**config.mk**
```make
export PLATFORM = sky130hd
export DESIGN_NAME = gmem_bus_req
export DESIGN_NICKNAME = d
export VERILOG_FILES = /design/src/rtl/gmb_pkg.sv /design/src/rtl/gmb_alloc_reg.sv /design/src/rtl/gmb_region_cmp.sv /design/src/rtl/gmb_ctrl_fsm.sv /design/src/rtl/gmem_bus_req.sv
export SDC_FILE = /design/constraint.sdc
export NUM_CORES = 1
export LEC_CHECK = 0
export ABC_AREA = 1
export CORE_MARGIN = 2
export CORE_UTILIZATION = 32
export CTS_CLUSTER_SIZE = 40
export DETAILED_ROUTE_END_ITERATION = 10
export GPL_TIMING_DRIVEN = 0
export HOLD_SLACK_MARGIN = 0.08
export PLACE_DENSITY = 0.83
export SLEW_MARGIN = 0
export SYNTH_ARGS = -nofsm -noshare
export SYNTH_HDL_FRONTEND = slang
export SYNTH_SLANG_ARGS = --single-unit
```
**constraint.sdc**
```tcl
create_clock -name clk -period 1 [get_ports clk]
set_clock_uncertainty 0.05 [all_clocks]
set_input_delay 0.2 -clock clk [delete_from_list [all_inputs] [get_ports clk]]
set_output_delay 0.2 -clock clk [all_outputs]
set_load 0.03 [all_outputs]
```
**src/rtl/gmb_pkg.sv**
```systemverilog
package gmb_pkg;
    typedef enum logic [0:0] {
        ST_IDLE  = 1'b0,
        ST_GWAIT = 1'b1
    } gmb_state_e;
endpackage

```
**src/rtl/gmb_alloc_reg.sv**
```systemverilog
module gmb_alloc_reg #(
    parameter int MASK_W = 8
) (
    input  logic              clk,
    input  logic              rst_n,
    input  logic              wr_en,
    input  logic [MASK_W-1:0] wr_data,
    output logic [MASK_W-1:0] mask_q
);
    always_ff @(posedge clk) begin
        if (!rst_n) begin
            mask_q <= '0;
        end else if (wr_en) begin
            mask_q <= wr_data;
        end
    end


    load_chk: assert property (@(posedge clk) disable iff (!rst_n)
        wr_en |=> (mask_q == $past(wr_data)));


    hold_chk: assert property (@(posedge clk) disable iff (!rst_n)
        (!wr_en && $past(rst_n)) |=> $stable(mask_q));
endmodule

```
**src/rtl/gmb_region_cmp.sv**
```systemverilog
module gmb_region_cmp #(
    parameter int ADDR_W = 16,
    parameter int MASK_W = 8
) (
    input  logic [ADDR_W-1:0] addr,
    input  logic [MASK_W-1:0] mask,
    output logic              hit
);
    localparam int LOW_W = ADDR_W - MASK_W;

    logic [ADDR_W-1:0] mask_ext;
    logic [ADDR_W-1:0] bit_ok;

    assign mask_ext = {mask, {LOW_W{1'b0}}};

    genvar g;
    generate
        for (g = 0; g < ADDR_W; g++) begin : g_bit
            assign bit_ok[g] = addr[g] | ~mask_ext[g];
        end
    endgenerate

    assign hit = (|mask) & (&bit_ok);


    always_comb begin
        empty_chk: assert (!(hit && (mask == '0)));
    end
endmodule

```
**src/rtl/gmb_ctrl_fsm.sv**
```systemverilog
module gmb_ctrl_fsm
    import gmb_pkg::*;
(
    input  logic clk,
    input  logic rst_n,
    input  logic acc_valid,
    input  logic acc_wr,
    input  logic hit,
    input  logic bus_ready,
    output logic bus_req,
    output logic gbl_wr,
    output logic acc_done
);
    gmb_state_e state_q, state_d;
    logic       wr_q;

    always_ff @(posedge clk) begin
        if (!rst_n) begin
            state_q <= ST_IDLE;
        end else begin
            state_q <= state_d;
        end
    end

    always_ff @(posedge clk) begin
        if (!rst_n) begin
            wr_q <= 1'b0;
        end else if (state_q == ST_IDLE && acc_valid && hit) begin
            wr_q <= acc_wr;
        end
    end

    always_comb begin
        state_d = state_q;
        unique case (state_q)
            ST_IDLE: begin
                if (acc_valid && hit && !bus_ready) begin
                    state_d = ST_GWAIT;
                end
            end
            ST_GWAIT: begin
                if (bus_ready) begin
                    state_d = ST_IDLE;
                end
            end
            default: state_d = ST_IDLE;
        endcase
    end

    always_comb begin
        bus_req  = 1'b0;
        gbl_wr   = 1'b0;
        acc_done = 1'b0;
        unique case (state_q)
            ST_IDLE: begin
                if (acc_valid) begin
                    if (hit) begin
                        bus_req  = 1'b1;
                        gbl_wr   = acc_wr;
                        acc_done = bus_ready;
                    end else begin
                        acc_done = 1'b1;
                    end
                end
            end
            ST_GWAIT: begin
                bus_req  = 1'b1;
                gbl_wr   = wr_q;
                acc_done = bus_ready;
            end
            default: ;
        endcase
    end


    req_hold_chk: assert property (@(posedge clk) disable iff (!rst_n)
        (bus_req && !bus_ready) |=> bus_req);


    done_on_ready_chk: assert property (@(posedge clk) disable iff (!rst_n)
        (bus_req && bus_ready) |-> acc_done);


    local_done_chk: assert property (@(posedge clk) disable iff (!rst_n)
        (acc_done && !bus_req) |-> acc_valid);


    idle_quiet_chk: assert property (@(posedge clk) disable iff (!rst_n)
        (state_q == ST_IDLE && !acc_valid) |-> (!bus_req && !acc_done));


    wr_stable_chk: assert property (@(posedge clk) disable iff (!rst_n)
        (bus_req && !bus_ready) |=> $stable(gbl_wr));


    wr_idle_chk: assert property (@(posedge clk) disable iff (!rst_n)
        !bus_req |-> !gbl_wr);
endmodule

```
**src/rtl/gmem_bus_req.sv**
```systemverilog
module gmem_bus_req #(
    parameter int ADDR_W = 16,
    parameter int MASK_W = 8
) (
    input  logic              clk,
    input  logic              rst_n,
    input  logic              cfg_we,
    input  logic [MASK_W-1:0] cfg_wdata,
    input  logic              acc_valid,
    input  logic [ADDR_W-1:0] acc_addr,
    input  logic              acc_wr,
    input  logic              bus_ready,
    output logic              bus_req,
    output logic              gbl_wr,
    output logic              acc_done
);
    logic [MASK_W-1:0] mask_q;
    logic              hit;

    gmb_alloc_reg #(.MASK_W(MASK_W)) i_alloc (
        .clk     (clk),
        .rst_n   (rst_n),
        .wr_en   (cfg_we),
        .wr_data (cfg_wdata),
        .mask_q  (mask_q)
    );

    gmb_region_cmp #(.ADDR_W(ADDR_W), .MASK_W(MASK_W)) i_cmp (
        .addr (acc_addr),
        .mask (mask_q),
        .hit  (hit)
    );

    gmb_ctrl_fsm i_fsm (
        .clk       (clk),
        .rst_n     (rst_n),
        .acc_valid (acc_valid),
        .acc_wr    (acc_wr),
        .hit       (hit),
        .bus_ready (bus_ready),
        .bus_req   (bus_req),
        .gbl_wr    (gbl_wr),
        .acc_done  (acc_done)
    );
endmodule

```
---- Word level (Yosys, flattened, before mapping) ----
Index checks and enable logic that the tools add are counted.
storage, ports and cells
  flip-flop bits (word level) ............. 10
  word-level logic and storage cells ...... 40
  input bits .............................. 30
  output and inout port bits .............. 3
operators by class
  bitwise logic cells ..................... 18
  reduce and logical (&&, ||, !) cells .... 7
  mux-type cells .......................... 12
operators with widths
  kind                             number
  inverter 1 bit                   9
  two-way mux 1 bit                8
  OR 1 bit                         8
  case mux 1 bit (2 select lines)  4
  AND reduction 8 bit              1
  OR reduction 8 bit               1
  logical AND 1 bit                4
  AND 1 bit                        1
  logical NOT 1 bit                1

---- Logic depth before layout (Yosys ltp) ----
Gate-level depths: netlist (run 1).
  depth in word-level cells ............... 8
  gate-level depth with buffers ........... 8
  gate-level depth less buffers ........... 8

---- Modules after synthesis ----
From an unflattened synthesis (run 1), not the netlist that was laid out.
second synthesis, totals
  cells, all modules ...................... 97
  area total of the unflattened synthesis .. 591.8 µm²
by module, submodules not included
  module          sequential area each (µm²)  area an instance (µm²)  cells an instance  instances
  gmb_alloc_reg   160.2                       356.6                   51                 1
  gmb_ctrl_fsm    40.0                        118.9                   15                 1
  gmb_region_cmp  0.0                         116.4                   31                 1

---- Worst setup path before layout (run 1) ----
OpenSTA, ideal clock, no wires.
  kind .................................... register to register
  start ................................... register i_alloc.mask_q[2]
  end ..................................... register i_fsm.state_q
  path buffers ............................ 0
  stages on the path, launching flop included .. 8
  setup time .............................. 0.065 ns
  arrival time ............................ 1.117 ns
  period minus slack after synthesis ...... 1.232 ns
  data required time ...................... 0.885 ns
  setup slack ............................. -0.232 ns
  cells stage by stage .................... dfxtp_1 -> nand2_1 -> nand2_2 -> nor2_4 -> nand3_2 -> o21bai_2 -> nand2_1 -> nor2_1
on the way
  longest elaborated chain between the ends .. 8
  elaborated cells between the ends (all ways) .. 9
  classes of those cells .................. 2 x mux; 3 x bitwise; 4 x reduce/logical
RTL lines
  what                                 RTL line              text
  start: declaration                   gmb_alloc_reg.sv:8    output logic [MASK_W-1:0] mask_q
  start signal: assignment             gmb_alloc_reg.sv:14   mask_q <= wr_data;
  inverter 1 bit                       gmb_region_cmp.sv:19  assign bit_ok[g] = addr[g] | ~mask_ext[g];
  OR 1 bit                             gmb_region_cmp.sv:19
  AND reduction 8 bit                  gmb_region_cmp.sv:23  assign hit = (|mask) & (&bit_ok);
  AND 1 bit (*)                        gmb_region_cmp.sv:23
  logical AND 1 bit (*) (2 in series)  gmb_ctrl_fsm.sv:37    if (acc_valid && hit && !bus_ready) begin
  two-way mux 1 bit (*)                gmb_ctrl_fsm.sv:37
  case mux 1 bit (2 select lines) (*)  gmb_ctrl_fsm.sv:35    unique case (state_q)
  end signal: assignment               gmb_ctrl_fsm.sv:21    state_q <= state_d;
  end: declaration                     gmb_ctrl_fsm.sv:14    gmb_state_e state_q, state_d;
Every way passes the cells marked *; elsewhere a longest branch is shown, timed or not.
A chain may end at the register's enable or synchronous reset.

---- Worst setup path in the final report (run 1) ----
  start ................................... register i_alloc.mask_q[6]
  end ..................................... output acc_done
on the way
  longest elaborated chain between the ends .. 7
  elaborated cells between the ends (all ways) .. 8
  classes of those cells .................. 3 x mux; 3 x bitwise; 2 x reduce/logical
RTL lines
  what                                 RTL line              text
  inverter 1 bit                       gmb_region_cmp.sv:19
  OR 1 bit                             gmb_region_cmp.sv:19
  AND reduction 8 bit                  gmb_region_cmp.sv:23
  AND 1 bit (*)                        gmb_region_cmp.sv:23
  two-way mux 1 bit (*)                gmb_ctrl_fsm.sv:57    if (hit) begin
  two-way mux 1 bit (*)                gmb_ctrl_fsm.sv:56    if (acc_valid) begin
  case mux 1 bit (2 select lines) (*)  gmb_ctrl_fsm.sv:54    unique case (state_q)
  end: declaration                     gmem_bus_req.sv:15    output logic acc_done
Marks and branches as above.

==> out/metrics.cfg, run 1 <==
[route]
top_layer_used=met4
detail_route.wirelength_mm=1.539
wl_per_cell_um=11.23
avgViaCountPerCell=4.518
vias=619
route.met3.wl_um=94
postRouteAntennaNets=0
drc=0
dr.pass1.iters=4
met2_length_um=818
drt_iter0_markers=3
m1WireLength_um=606

[timing]
timing.fmax_mhz=630.3
min_period_ps=1587
relSlewSlack=0.7900
rsz0062_at_grt=yes
worst_pin_slew_ps=311.7
fin_crit_sh=1.587
setup_ws_ps=-586.6
drv_slew=0
hold_viol=0
finalSetupViolCount=5

[power]
intPower_uw=843.0
switching_share=0.2928
power_frac_seq=0.384
leakagePower_uw=0.0004766
ir_worst_vdd_mv=0.8257
p_comb_frac=0.306
p_sw_uw=348.9
clock_power_share=0.310
power_density_nw_per_um2=1244

[run_status]
violations=setup timing
status=finished, violations left

[clock_tree]
clockRootBuffer=clkbuf_4
cts_buffers=3
cts.htree.levels=1
cts.path.max_buffers=2
clock_sinks=10
cts_tree=built
cts_hold_buf=0
path_clk_slew_ps=70
clock_latency_ps=270

[floorplanning]
die_h_um=45.05
die-area_um2=2030
core_area_um2=1541
fp.dieW_um=45.05
start_util=0.3498
ioPinCount=33
fp-row-count=14

[logic_synthesis]
avgSynthCellArea_um2=6.420
synth-seq-cells=10
netlist_area_um2=539.3
netlist_instances=84
ys_seq_area_frac=0.3712
syn-num-nets=114
yosysUniqueCellTypes=14
synth_warnings=0

[grt]
grt.overflow.total=0
grt_max_degree=11
grt_antenna_before_repair=0
grt_pass1_vias=621
grt_first_pass_wirelength_mm=2.408
track_usage=0.1691

[worst_hold_path]
hold_path.class=in -> reg

[final_layout]
nFillCells=150
diodes=0
synthToLayoutAreaGrowth_pct=77.73
post-route-util=0.6218
drive_gt1_frac=0.4215
multi_input_area_um2=344.1
nets=152
regArea_um2=210.2
finish.instance_area_um2=958.4

[placed_design]
gp_congestion=0.7297
hpwl_um=928
place_area_um2=809.5
port_buffers=23

[critical_path]
critPathKind=reg -> out
cp.required_ps=750
start_kind=flop
cp-end-kind=output pin
critPathMaxFanout=3
arrival_ps=1340

[flow_run]
drv_cap=0

-- final timing paths --
kind | start | to | slack [ps] | cells after the start
min | rst_n | i_fsm.wr_q$_SDFFE_PN0P_ | 180 | 3
max reg2reg | i_alloc.mask_q[6]$_SDFFE_PN0P_ | i_fsm.wr_q$_SDFFE_PN0P_ | -510 | 9
max | i_alloc.mask_q[6]$_SDFFE_PN0P_ | acc_done | -590 | 6
min reg2reg | i_fsm.wr_q$_SDFFE_PN0P_ | i_fsm.wr_q$_SDFFE_PN0P_ | 420 | 2
-- layout by cell type, fill, tap and decap left out, drive strengths merged --
cell,instances
nand4,2
dlygate4sd2,8
inv,11
nand3,2
a21oi,1
buf,14
dfxtp,10
clkdlybuf4s50,11
o21ai,9
dlymetal6s2s,1
o21bai,1
nand2,21
clkbuf,4
nor2,26
-- cell usage after synthesis, drive strengths merged --
| master | instances | share of area |
|---|---|---|
| dfxtp | 10 | 0.37 |
| nand2 | 21 | 0.17 |
| nand4 | 2 | 0.023 |
| buf | 1 | 0.0093 |
| nand3 | 2 | 0.028 |
| nor2 | 26 | 0.21 |
| a21oi | 1 | 0.0093 |
| o21bai | 1 | 0.021 |
| inv | 11 | 0.077 |
| o21ai | 9 | 0.084 |
-- critical path, stage by stage (launching register included) --
cell	delay (ps)
dfxtp_2	340
nor2_2	130
nand4_1	150
nand3_2	140
nand2_2	90
nand2_4	60
buf_4	150
-- state kept, by name (all words and copies together), names as in the netlist --
signal          count
i_fsm.state_q       1
i_alloc.mask_q      8
i_fsm.wr_q          1
-- repair_timing --
action,in CTS,in global routing
gates resized for setup,40,9
pin swaps,16,9
endpoints found under the setup margin,5,13
cloned,0,0
buffers inserted,9,1
-- layer usage --
layer	GRT usage	up-vias
met3	0.06000	4
met5	0	-
li1	-	330
met2	0.3143	22
met4	0.05294	0
met1	0.1744	263
-- per-stage QoR --
stage	setup slack (ps)	power (uW)	TNS (ps)	instances	hold slack, ps
floorplan	-161.4	621.9	-586.7	84	222.0
global placement	-1174	747.4	-6392	123	397.5
detailed placement	-1170	752.4	-6485	123	416.9
CTS	-609.5	1168	-2262	136	174.2
global route	-675.8	1251	-2777	137	196.0
finish	-586.6	1192	-2343	137	177.0
-- power by group through the flow --
stage	Clock, uW	Combinational, uW	Sequential [uW]
finish	370	364	458
global route	394	396	461
detailed placement	0	296	456
global placement	0	293	455
floorplan	0	172	450
CTS	376	340	453
-- cells by family after synthesis --
family          count (synthesis)  share of synthesized area
compound gates                 11                     0.1137
buf+inv                        12                    0.08584
flops                          10                     0.3712
simple gates                   51                     0.4292
-- area by class of cell --
| class | instances | area share |
|---|---|---|
| Multi-Input combinational cell | 62 | 0.3590 |
| Timing Repair Buffer | 33 | 0.3146 |
| Sequential cell | 10 | 0.2193 |
| Inverter | 11 | 0.04308 |
| Clock buffer | 4 | 0.03786 |
| Tap cell | 16 | 0.02089 |
| Buffer | 1 | 0.005222 |
Note: power is estimated with default switching activity, not from simulation.
==> run 2: changes to the inputs <==
Settings changed: CTS_CLUSTER_DIAMETER from default to 60.
==> results of run 2 <==
Same layout as run 1: the final DEF is identical, and so are final timing and power.
==> run 3: changes to the inputs <==
Settings changed: TNS_END_PERCENT from default to 10.
==> run 3 against run 2 <==
The run still ends with setup timing left. Combinational power decreased by 15%. Global-route usage down 1.8 points. Routed wire length down 16%. Clock-buffer cell count did not move. Register-to-register slack improved by 280 ps. Via count decreased by 4.5%. Critical path type unchanged. Largest power group unchanged.
==> out/metrics.cfg, run 3 (synthesis results as in run 1) <==
[timing]
hold_viol=0  ; unchanged
rsz0062_at_grt=yes  ; unchanged
min_period_ps=1599  ; was 1587 ps
timing.fmax_mhz=625.5  ; was 630.3 MHz
finalSetupViolCount=5  ; unchanged
setup_ws_ps=-598.8  ; was -586.6 ps
fin_crit_sh=1.599  ; was 1.587
worst_pin_slew_ps=255.9  ; was 311.7 ps
relSlewSlack=0.8291  ; was 0.7900
drv_slew=0  ; unchanged

[run_status]
status=finished, violations left  ; unchanged
violations=setup timing  ; unchanged

[power]
power_uw=1136  ; was 1192 uW
power_density_nw_per_um2=1284  ; was 1244 nW/um^2
leakagePower_uw=0.0004410  ; was 0.0004766 uW
ir_worst_vdd_mv=0.6715  ; was 0.8257 mV

[clock_tree]
cts.htree.levels=1  ; unchanged
path_clk_slew_ps=70  ; about the same
cts_buffers=3  ; unchanged
clock_sinks=10  ; unchanged
clockRootBuffer=clkbuf_4  ; unchanged
clock_latency_ps=270  ; about the same
cts.path.max_buffers=2  ; unchanged
cts_tree=built  ; unchanged
cts_hold_buf=0  ; unchanged

[critical_path]
critPathMaxFanout=3  ; unchanged
crit_chain=nand2_2 -> nand2_2 -> nor2_4 -> nand2_1 -> nor2_1 -> nand3_1 -> nand2_2 -> buf_6  ; was nor2_2 -> nand4_1 -> nand3_2 -> nand2_2 -> nand2_4 -> buf_4
arrival_ps=1350  ; was 1340 ps
critPathBufInv=1  ; unchanged
cp.required_ps=750  ; about the same
cp-end-kind=output pin  ; unchanged
critPathTopFamily=simple AND/OR/NAND/NOR gates  ; unchanged
max_stage_delay_ps=330  ; was 340 ps
cpMostUsedCell=nand2_2
start_kind=flop  ; unchanged
slowest_stage=dfxtp_2  ; unchanged
critPathKind=reg -> out  ; unchanged

[final_layout]
largest_register=i_alloc.mask_q  ; unchanged
multi_input_area_um2=326.6  ; was 344.1 um^2
regArea_um2=210.2  ; unchanged
nets=145  ; was 152
nFillCells=142  ; was 150
fin_cells=130  ; was 137
finish.instance_area_um2=884.6  ; was 958.4 um^2
diodes=0  ; unchanged
mostFrequentLayoutCell=nor2_1  ; unchanged
top_regs=i_alloc.mask_q (8), i_fsm.state_q (1), i_fsm.wr_q (1)  ; unchanged
final_cell_mix=nor2_1 (24), nand2_2 (14), clkdlybuf4s50_1 (11)  ; was nor2_1 (19), nand2_2 (13), clkdlybuf4s50_1 (11)
drive_gt1_frac=0.3421  ; was 0.4215
synthToLayoutAreaGrowth_pct=64.04  ; was 77.73%
largest_reg_flops=8  ; unchanged

[route]
detail_route.wirelength_mm=1.292  ; was 1.539 mm
wl_per_cell_um=9.938  ; was 11.23 um
vias=591  ; was 619
drc=0  ; unchanged
avgViaCountPerCell=4.546  ; was 4.518
drt_iter0_markers=8  ; was 3
postRouteAntennaNets=0  ; unchanged
dr.pass1.iters=3  ; was 4

[grt]
grt_pass1_vias=577  ; was 621
grt_first_pass_wirelength_mm=2.208  ; was 2.408 mm
grt.overflow.total=0  ; unchanged
track_usage=0.1510  ; was 0.1691
grt_max_degree=11  ; unchanged
grt_antenna_before_repair=0  ; unchanged

[worst_hold_path]
hold_path.class=in -> reg  ; unchanged

[floorplanning]
start_util=0.3498  ; unchanged
fp-row-count=14  ; unchanged
fp.dieW_um=45.05  ; unchanged
die-area_um2=2030  ; unchanged
die_h_um=45.05  ; unchanged
ioPinCount=33  ; unchanged
core_area_um2=1541  ; unchanged

[placed_design]
hpwl_um=947.5  ; was 928 um
gp_congestion=0.7681  ; was 0.7297
place_inst=123  ; unchanged
place_ws_ps=-1183  ; was -1170 ps
place_area_um2=802.0  ; was 809.5 um^2
port_buffers=23  ; unchanged

[flow_run]
drv_cap=0  ; unchanged

## run 3: cell types whose count changed in the layout (fill, tap and decap cells not counted), sizes merged
cell	change
buf	-7
## run 3: power breakdown
group / switching, uW / internal (uW)
combinational: 152 / 157
sequential: 23.5 / 430
clock: 152 / 221
## run 3: final timing paths
path	start	end	slack [ps]	cells after the start
max	i_alloc.mask_q[2]$_SDFFE_PN0P_	gbl_wr	-600	8
min reg2reg	i_fsm.wr_q$_SDFFE_PN0P_	i_fsm.wr_q$_SDFFE_PN0P_	440	2
min	rst_n	i_fsm.state_q$_SDFF_PN0_	170	3
max reg2reg	i_alloc.mask_q[2]$_SDFFE_PN0P_	i_fsm.wr_q$_SDFFE_PN0P_	-230	8
## run 3: worst register-to-register path: stages, from the launching register on
cell and delay (ps):
dfxtp_2 330, nand2_2 60, nand2_2 60, nor2_4 130
nand2_1 60, nor2_1 110, nand3_1 120, buf_4 150
a21oi_2 90
## run 3: layer usage
layer  part of all wire  vias to the layer above  track usage
met2               0.51                       16       0.2657
met3              0.070                        3      0.06400
li1                   -                      316            -
met1               0.41                      256       0.1597
met4             0.0093                        0      0.05294
met5                  0                        -            0
## run 3: timing repair
item	in CTS	in global routing
resized for setup	38	7
pin swaps	14	13
buffers inserted	2	1
endpoints found under the setup margin	5	13
## run 3: per-stage QoR
stage	TNS [ps]	util	hold WS, ps
after detailed placement	-6271	0.5203	415.2
after CTS	-2073	0.5593	163.9
after floorplan	-588.4	-	222.0
final	-1947	0.5739	167.8
after global placement	-6126	0.5203	397.9
after global routing	-2317	0.5739	176.6
## run 3: layout make-up
type / count / area share
multi-input cells: 62 / 0.3692
repair buffers: 26 / 0.2772
flip-flops and latches: 10 / 0.2376
inverters: 11 / 0.04668
clock buffers: 4 / 0.04102
well taps: 16 / 0.02263
plain buffers: 1 / 0.005658
